### src/rtl/bchfix_pkg.sv
package bchfix_pkg;
    typedef enum logic [1:0] {ST_IDLE, ST_RD, ST_WR} fsm_t;
    typedef enum logic [1:0] {TGT_DATA, TGT_SPARE, TGT_BAD} tgt_t;
endpackage

### src/rtl/bchfix_reverse.sv
module bchfix_reverse #(
    parameter int NBYTES = 13
) (
    input  logic [NBYTES*8-1:0] code_in,
    output logic [NBYTES*8-1:0] code_out
);
    for (genvar g = 0; g < NBYTES; g++) begin : g_rev
        assign code_out[g*8 +: 8] = code_in[(NBYTES-1-g)*8 +: 8];
    end
endmodule

### src/rtl/bchfix_screen.sv
module bchfix_screen #(
    parameter int CODE_BYTES = 14
) (
    input  logic [CODE_BYTES*8-1:0] calc_code,
    input  logic [CODE_BYTES*8-1:0] stored_code,
    output logic                    calc_zero,
    output logic                    erased,
    output logic [CODE_BYTES*8-1:0] loc_code
);
    localparam int REV_N = CODE_BYTES - 1;

    logic [REV_N*8-1:0] rev;

    assign calc_zero = ~|calc_code;
    assign erased    = &stored_code;

    bchfix_reverse #(.NBYTES(REV_N)) u_rev (
        .code_in  (calc_code[REV_N*8-1:0]),
        .code_out (rev)
    );

    // reserved last byte handed on as zero
    assign loc_code = {8'h00, rev};
endmodule

### src/rtl/bchfix_locmap.sv
module bchfix_locmap
    import bchfix_pkg::*;
#(
    parameter int SECT_BYTES = 512,
    parameter int CODE_BYTES = 14,
    parameter int LOC_W      = 13,
    localparam int SPAN      = SECT_BYTES + CODE_BYTES - 1,
    localparam int PW        = $clog2(SPAN),
    localparam int DADDR_W   = $clog2(SECT_BYTES),
    localparam int SADDR_W   = $clog2(CODE_BYTES)
) (
    input  logic [LOC_W-1:0]   loc,
    output tgt_t               kind,
    output logic [DADDR_W-1:0] daddr,
    output logic [SADDR_W-1:0] saddr,
    output logic [7:0]         mask
);
    logic [LOC_W-1:0] back;
    logic [PW-1:0]    pos;
    logic [PW-1:0]    spos;

    assign back = {3'b000, loc[LOC_W-1:3]};
    assign mask = 8'h01 << loc[2:0];

    always_comb begin
        kind  = TGT_BAD;
        pos   = '0;
        spos  = '0;
        daddr = '0;
        saddr = '0;
        if (back < LOC_W'(SPAN)) begin
            pos = PW'(SPAN - 1) - PW'(back);
            if (pos < PW'(SECT_BYTES)) begin
                kind  = TGT_DATA;
                daddr = pos[DADDR_W-1:0];
            end else begin
                kind  = TGT_SPARE;
                spos  = pos - PW'(SECT_BYTES);
                saddr = spos[SADDR_W-1:0];
            end
        end
    end
endmodule

### src/rtl/bch8_loc_apply.sv
module bch8_loc_apply
    import bchfix_pkg::*;
#(
    parameter int SECT_BYTES = 512,
    parameter int CODE_BYTES = 14,
    parameter int MAX_ERR    = 8,
    parameter int LOC_W      = 13,
    localparam int CNT_W     = $clog2(MAX_ERR + 1),
    localparam int IDX_W     = $clog2(MAX_ERR),
    localparam int DADDR_W   = $clog2(SECT_BYTES),
    localparam int SADDR_W   = $clog2(CODE_BYTES)
) (
    input  logic                       clk,
    input  logic                       rst_n,
    input  logic                       start,
    input  logic                       uncorr,
    input  logic [CNT_W-1:0]           err_cnt,
    input  logic [MAX_ERR*LOC_W-1:0]   locs,
    input  logic [CODE_BYTES*8-1:0]    calc_code,
    input  logic [CODE_BYTES*8-1:0]    stored_code,
    output logic [CODE_BYTES*8-1:0]    loc_code,
    output logic                       dat_rd_en,
    output logic                       dat_wr_en,
    output logic [DADDR_W-1:0]         dat_addr,
    output logic [7:0]                 dat_wdata,
    input  logic [7:0]                 dat_rdata,
    output logic                       spr_wr_en,
    output logic [SADDR_W-1:0]         spr_addr,
    output logic [7:0]                 spr_wdata,
    output logic                       busy,
    output logic                       done,
    output logic                       fail,
    output logic [CNT_W-1:0]           fixed_cnt
);
    typedef struct packed {
        fsm_t                     st;
        logic [IDX_W-1:0]         idx;
        logic [CNT_W-1:0]         n;
        logic [MAX_ERR*LOC_W-1:0] locs;
        logic                     bad;
        logic                     done;
        logic                     fail;
        logic [CNT_W-1:0]         cnt;
    } state_t;

    state_t q, d;

    logic               calc_zero, erased;
    logic [LOC_W-1:0]   cur_loc;
    tgt_t               kind;
    logic [DADDR_W-1:0] daddr;
    logic [SADDR_W-1:0] saddr;
    logic [7:0]         mask;
    logic [CNT_W-1:0]   n_clamp;
    logic               last;
    logic               bad_now;

    bchfix_screen #(.CODE_BYTES(CODE_BYTES)) u_screen (
        .calc_code   (calc_code),
        .stored_code (stored_code),
        .calc_zero   (calc_zero),
        .erased      (erased),
        .loc_code    (loc_code)
    );

    assign cur_loc = q.locs[q.idx*LOC_W +: LOC_W];

    bchfix_locmap #(
        .SECT_BYTES (SECT_BYTES),
        .CODE_BYTES (CODE_BYTES),
        .LOC_W      (LOC_W)
    ) u_map (
        .loc   (cur_loc),
        .kind  (kind),
        .daddr (daddr),
        .saddr (saddr),
        .mask  (mask)
    );

    assign n_clamp = (err_cnt > CNT_W'(MAX_ERR)) ? CNT_W'(MAX_ERR) : err_cnt;
    assign last    = (CNT_W'(q.idx) + CNT_W'(1)) == q.n;
    assign bad_now = q.bad | (kind == TGT_BAD);

    always_comb begin
        d      = q;
        d.done = 1'b0;
        unique case (q.st)
            ST_IDLE: begin
                if (start) begin
                    d.cnt  = '0;
                    d.fail = 1'b0;
                    if (uncorr) begin
                        d.done = 1'b1;
                        d.fail = 1'b1;
                    end else if (calc_zero || erased || n_clamp == '0) begin
                        d.done = 1'b1;
                    end else begin
                        d.st   = ST_RD;
                        d.idx  = '0;
                        d.n    = n_clamp;
                        d.locs = locs;
                        d.bad  = 1'b0;
                    end
                end
            end
            ST_RD: begin
                d.st = ST_WR;
            end
            ST_WR: begin
                d.bad = bad_now;
                if (last) begin
                    d.st   = ST_IDLE;
                    d.done = 1'b1;
                    d.fail = bad_now;
                    d.cnt  = bad_now ? '0 : q.n;
                end else begin
                    d.st  = ST_RD;
                    d.idx = q.idx + IDX_W'(1);
                end
            end
            default: d.st = ST_IDLE;
        endcase
    end

    always_ff @(posedge clk) begin
        if (!rst_n) begin
            q.st   <= ST_IDLE;
            q.idx  <= '0;
            q.n    <= '0;
            q.locs <= '0;
            q.bad  <= 1'b0;
            q.done <= 1'b0;
            q.fail <= 1'b0;
            q.cnt  <= '0;
        end else begin
            q <= d;
        end
    end

    assign dat_rd_en = (q.st == ST_RD) && (kind == TGT_DATA);
    assign dat_wr_en = (q.st == ST_WR) && (kind == TGT_DATA);
    assign dat_addr  = daddr;
    assign dat_wdata = dat_rdata ^ mask;
    assign spr_wr_en = (q.st == ST_WR) && (kind == TGT_SPARE);
    assign spr_addr  = saddr;
    assign spr_wdata = mask;
    assign busy      = (q.st != ST_IDLE);
    assign done      = q.done;
    assign fail      = q.fail;
    assign fixed_cnt = q.cnt;

    AST_WR_AFTER_RD: assert property (@(posedge clk) disable iff (!rst_n)
        dat_wr_en |-> $past(dat_rd_en));
    AST_DONE_PULSE: assert property (@(posedge clk) disable iff (!rst_n)
        done |=> !done);
    AST_FAIL_NO_CNT: assert property (@(posedge clk) disable iff (!rst_n)
        (done && fail) |-> (fixed_cnt == '0));
    AST_CNT_LIMIT: assert property (@(posedge clk) disable iff (!rst_n)
        fixed_cnt <= CNT_W'(MAX_ERR));
    AST_SCREEN_QUICK: assert property (@(posedge clk) disable iff (!rst_n)
        (!busy && start && (uncorr || calc_zero || erased)) |=> (done && !busy));
    AST_BUSY_NO_RESTART: assert property (@(posedge clk) disable iff (!rst_n)
        (busy && !last) |=> busy);
endmodule

### config.mk
export PLATFORM = sky130hd
export DESIGN_NAME = bch8_loc_apply
export DESIGN_NICKNAME = d
export VERILOG_FILES = /design/src/rtl/bchfix_pkg.sv /design/src/rtl/bchfix_reverse.sv /design/src/rtl/bchfix_screen.sv /design/src/rtl/bchfix_locmap.sv /design/src/rtl/bch8_loc_apply.sv
export SDC_FILE = /design/constraint.sdc
export NUM_CORES = 1
export LEC_CHECK = 0
export ABC_AREA = 1
export BUFFER_PORTS_ARGS = -buffer_cell sky130_fd_sc_hd__buf_2
export CORE_AREA = 2 2 193 195
export DETAILED_ROUTE_END_ITERATION = 8
export DIE_AREA = 0 0 195 197
export PLACE_DENSITY_LB_ADDON = 0.25
export SLEW_MARGIN = 40
export SYNTH_ARGS = -nofsm -noshare
export SYNTH_HDL_FRONTEND = slang
export SYNTH_SLANG_ARGS = --single-unit
### constraint.sdc
create_clock -name clk -period 4.3 [get_ports clk]
set_input_delay 0.215 -clock clk [delete_from_list [all_inputs] [get_ports clk]]
set_output_delay 0.215 -clock clk [all_outputs]
set_load 0.03 [all_outputs]
== Yosys cells after proc, flatten, opt, wreduce, memory -nomap -nowiden ==
Index checks and enable logic that the tools add are counted.

* Flip-flop bits (word level): 120
* Input port bits: 344
* Word-level logic and storage cells: 70

* $add $sub $neg: 4
* $mul: 1
* Order comparisons: 3
* Equal/unequal tests: 10
* Shifts and indexed selects: 2
* Muxes and demuxes: 20
* Bitwise gates (word level): 4
* Reductions and logical operators: 18

{| class="wikitable"
|+ Operators by type and width
! operator !! count
|-
| $mux 114 || 2
|-
| $mux 120 || 1
|-
| $reduce_and 112->1 || 1
|-
| $reduce_or 112->1 || 1
|-
| $shiftx 104x8->13 || 1
|-
| $lt 10x10->1 const B || 2
|-
| $mux 9 || 2
|-
| $mux 4 || 4
|-
| $pmux 7 s2 || 1
|-
| $ne 2x2->1 const B || 5
|-
| $sub 10x10->10 const A || 1
|-
| $reduce_and 4->1 || 2
|-
| $shl 1x3->8 const A || 1
|-
| $xor 8x8->8 || 1
|-
| $mul 3x4->7 const B || 1
|-
| $mux 6 || 1
|-
| $pmux 2 s3 || 1
|-
| $pmux 3 s2 || 1
|-
| $reduce_and 3->1 || 2
|-
| $mux 1 || 5
|-
| $reduce_and 5->1 || 1
|-
| $add 3x1->4 const B || 1
|-
| $eq 2x1->1 const B || 2
|-
| $eq 2x2->1 const B || 2
|-
| 14 further kinds || 20
|}

== Longest topological paths before layout ==
* Word-level depth: 11
* Mapped depth: 15
* Gate-level depth less buffers: 14

== Modules after synthesis ==
A second synthesis with hierarchy kept.

* Cells, all modules: 1159
* Area total of the unflattened synthesis: 7521.0 µm²

{| class="wikitable"
|+ Modules (own cells, without submodules)
! module !! instances !! cells an instance !! area an instance (µm²) !! sequential area each (µm²)
|-
| bch8_loc_apply || 1 || 758 || 5406.4 || 2402.3
|-
| bchfix_screen || 1 || 218 || 879.6 || 0.0
|-
| bchfix_reverse || 1 || 104 || 780.7 || 0.0
|-
| bchfix_locmap || 1 || 79 || 454.2 || 0.0
|}

== Worst setup path after synthesis ==
OpenSTA, ideal clock, no wires.

* Path type: reg2out
* Start point: register q[115] (netlist bit)
* End point: output dat_wdata[2]
* Arrival: 2239 ps
* Required time: 4085 ps
* Path slack: 1846 ps
* Cell stages (with the launch flop): 12
* Path buffers: 3
* Cells stage by stage: dfxtp_1 > buf_6 > inv_8 > buf_6 > buf_6 > nor2_1 > o22ai_1 > inv_1 > o21ai_2 > nand2_1 > nor2_1 > xor2_1

* Cells in the longest elaborated chain, start to end: 4

{| class="wikitable"
|+ Ends and longest elaborated chain
! what !! RTL line !! text
|-
| start: declaration || bch8_loc_apply.sv:46 || <nowiki>state_t q, d;</nowiki>
|-
| $mul 3x4->7 || bch8_loc_apply.sv:66 || <nowiki>assign cur_loc = q.locs[q.idx*LOC_W +: LOC_W];</nowiki>
|-
| $shiftx 104x8->13 || bch8_loc_apply.sv:66 ||
|-
| $shl 1x3->8 || bchfix_locmap.sv:23 || <nowiki>assign mask = 8'h01 << loc[2:0];</nowiki>
|-
| net spr_wdata[2] || bch8_loc_apply.sv:29 || <nowiki>output logic [7:0] spr_wdata,</nowiki>
|-
| $xor 8x8->8 || bch8_loc_apply.sv:143 || <nowiki>assign dat_wdata = dat_rdata ^ mask;</nowiki>
|-
| end: declaration || bch8_loc_apply.sv:25 || <nowiki>output logic [7:0] dat_wdata,</nowiki>
|}

The timed path passes the listed nets, and every way through them passes these cells.

== Worst setup path in the final report ==
* Start point: register q[117] (netlist bit)
* End point: output dat_addr[8]

* Cells in the longest elaborated chain, start to end: 6

{| class="wikitable"
|+ Ends and longest elaborated chain
! what !! RTL line !! text
|-
| $mul 3x4->7 * || bch8_loc_apply.sv:66 ||
|-
| $shiftx 104x8->13 * || bch8_loc_apply.sv:66 ||
|-
| $sub 10x10->10 || bchfix_locmap.sv:32 || <nowiki>pos = PW'(SPAN - 1) - PW'(back);</nowiki>
|-
| $lt 10x10->1 || bchfix_locmap.sv:33 || <nowiki>if (pos < PW'(SECT_BYTES)) begin</nowiki>
|-
| $mux 9 || bchfix_locmap.sv:33 ||
|-
| $mux 9 * || bchfix_locmap.sv:31 || <nowiki>if (back < LOC_W'(SPAN)) begin</nowiki>
|-
| end: declaration || bch8_loc_apply.sv:24 || <nowiki>output logic [DADDR_W-1:0] dat_addr,</nowiki>
|}

Mark *: on every way between the ends. The rest lies on a longest branch, timed or not.

==> run metrics <==
cells along the critical path clkinv_1 -> o211ai_1 -> nand2_1 -> ha_1 -> nor2_1 -> o21bai_1 -> nand2_1 -> inv_1 -> nor2_1 -> buf_2; clock tree from TritonCTS built; ratio of routed vias to standard cells 4.62; CP max stage cell dfxtp_1; area of the core 36,300 um2; switching power 1300 uW; Clock power frac 37.9%; Final GP Congestion 0.914; setup skew after layout 8.68 ps; # Post-CTS Setup Buffers 0; ratio of cells with drive above 1 in the final layout 34.1%; DRC errors left 0; Worst setup SP type flop; Inst Count DP 2,088; maximum number of buffers from clock root to sink 2; Achievable Freq 303 MHz; sum of net half-perimeters after detailed placement 38,400 um; Comb power frac 29.2%; NumNets Final 1,986; internal portion of total power 2360 uW; Worst-Margin Slew 778 ps; CTS clock-pin slew for the worst setup and hold paths 60 ps; DIE AREA 38,400 um2; critical path's largest stage delay 570 ps; # hold bufs at CTS 0; ratio of total power to cell area 343 nW/um2; Static Leak 0.00493 uW; Maximum Capacitance Violations 0; clock latency on the worst-skew pair 420 ps; number of port buffers 486; top cells by area, synth dfxtp_1, nand2_1, buf_4; cells resized by post-CTS repair 0; htree depth 4; cell taking the most area after synthesis dfxtp_1; average instance area after synthesis 6.25 um2; reg2reg setup slack 1760 ps; post-synthesis sequential element count 120; post-route non-filler standard cell count 2,126; Die Y 197 um; residual antenna-violating net count after detailed routing 0; post-synth top area share 29.5%; Post-Synthesis Cell Area 8130 um2; number of clock buffers inserted by TritonCTS 17; post-synthesis cell type count 36; 1st-pass router iterations 6; initial core utilization 22.4%; number of sinks driven by the clock tree 120; fraction of power consumed by sequential logic 32.9%; aggregate routed wire length 45,100 um; total grt overflow 0; min-delay worst type in2reg; tightest hold margin 54.6 ps; endpoint type of the worst setup path output port; Final Max Slew Viols 0; final critical-path share of the clock period 76.7%; final number of hold-violating endpoints 0; wire length of the first global-routing pass 62,600 um; number of global-route vias before repair 9,428; area delta synth->final 31.1%; Yosys warning total 0; WP data arrival 3080 ps; Min Clock Period, post-route 3300 ps; floorplan row count 70; aggregate global-route resource usage 22.6%; critical path peak fanout 18; antenna violations before repair 13; Avg WL per Cell 21.2 um; maximum number of pins on one net before global-route repair 114; max_slew headroom 48.1%; data required time at the worst endpoint 4090 ps; Post-Route Utilization 29.4%; fraction of power spent switching nets 35.5%; result of the run complete, no violations; endpoints failing setup 0; Post-Route Setup TNS 0 ps; gate count of the mapped netlist 1,301; FF/Latch Area 2400 um2; Boundary Pins 495; area of the multi-input gates 4240 um2; Horiz. Die Dim 195 um; proportion of synthesized chip area in sequential cells 29.5%; setup repair after global routing missed its margin no; first-iteration detailed-routing DRC count 580; routed via count 9,824; worst voltage drop across the vdd grid 0.000226 V; number of fill cells in the layout 4,194; kind of critical path reg2out; root buffer cell clkbuf_16
[cell usage after synthesis, drive strengths merged]
cell type,count
nand3,140
clkinv,1
o211ai,4
inv,80
nor2,212
clkbuf,28
or2,4
a31oi,1
dfxtp,120
ha,3
o22ai,8
conb,1
o21bai,1
nand4,43
a21oi,122
a41oi,1
o21ai,37
buf,153
xnor2,3
nor3,1
xor2,12
nand2,326
[kinds of logic after synthesis]
family | after synthesis | synth area share, %
and+or+nand+nor | 726 | 38.3
buffers and inverters | 262 | 18.8
AOI/OAI and AO/OA | 174 | 11.2
DFF | 120 | 29.5
xor gates and xnor gates | 15 | 1.62
adders and majority gates | 3 | 0.462
other | 1 | 0.0461
[power by group through the flow]
stage               clock, uW  sequential [uW]  combinational, uW
global placement            0             1230               1080
floorplan                   0             1210                691
detailed placement          0             1230               1080
global route             1450             1210               1160
finish                   1390             1200               1070
CTS                      1410             1200               1080
[area by class of cell]
type                       instances  area share [%]
multi-input combinational        926            39.8
timing repair buffer             493            23.7
sequential                       120            22.6
tap                              468            5.49
clock buffer                      20            4.19
inverter                          81            2.93
clock inverter                    12            1.17
antenna                            6           0.141
[sequential cells by signal, indices dropped and copies added, names as in the netlist]
signal and flops:
q 114, fixed_cnt 4, done 1, fail 1
[critical path, delay by kind of cell, from the launching register on]
kind	cells	cell delay (ps)
buf+inv	3	830
compound gates	2	400
flops	1	570
fa+ha+maj	1	270
simple gates	4	590
[placed cells by master (no fill, tap or decap), types with 4 or more instances in the layout]
cell | Yosys | final
o21ai_0 | 23 | 23
clkbuf_16 | 0 | 17
clkinv_2 | 0 | 6
o211ai_1 | 4 | 4
o22ai_1 | 8 | 8
nor2_1 | 198 | 197
a21oi_1 | 122 | 122
xor2_1 | 12 | 12
nand4_1 | 42 | 42
inv_1 | 76 | 76
conb_1 | 1 | 8
o21ai_2 | 4 | 4
buf_2 | 16 | 486
nor2_2 | 13 | 12
nand3_1 | 139 | 139
dfxtp_1 | 120 | 119
diode_2 | 0 | 6
nand2_1 | 316 | 316
o21ai_1 | 10 | 10
nand2_2 | 8 | 8
[metrics by stage]
stage	total power [uW]	instance area, um2	setup WS, ps
final	3660	10700	1000
after global routing	3830	10700	796
after CTS	3690	10600	1030
after detailed placement	2300	10100	1480
after global placement	2300	10100	1530
after floorplan	1900	8160	1850
[metal layers]
metal  vias up  track usage (%)  share of wire, %
met5         -                0                 0
met4         0             5.26               1.5
met2       373             39.3                49
met3        37             3.78               5.0
li1       4773                -                 -
met1      4641             29.1                44
[path summary, 6_finish.rpt]
check,cells past startpoint,to,start
max reg2reg,11,q[6]$_SDFFE_PN0P_,q[117]$_SDFFE_PN0P_
min,3,q[9]$_SDFFE_PN0P_,locs[2]
min reg2reg,2,q[85]$_SDFFE_PN0P_,q[85]$_SDFFE_PN0P_
max,10,dat_addr[8],q[117]$_SDFFE_PN0P_
No activity file was read; power rests on OpenSTA's default activity.
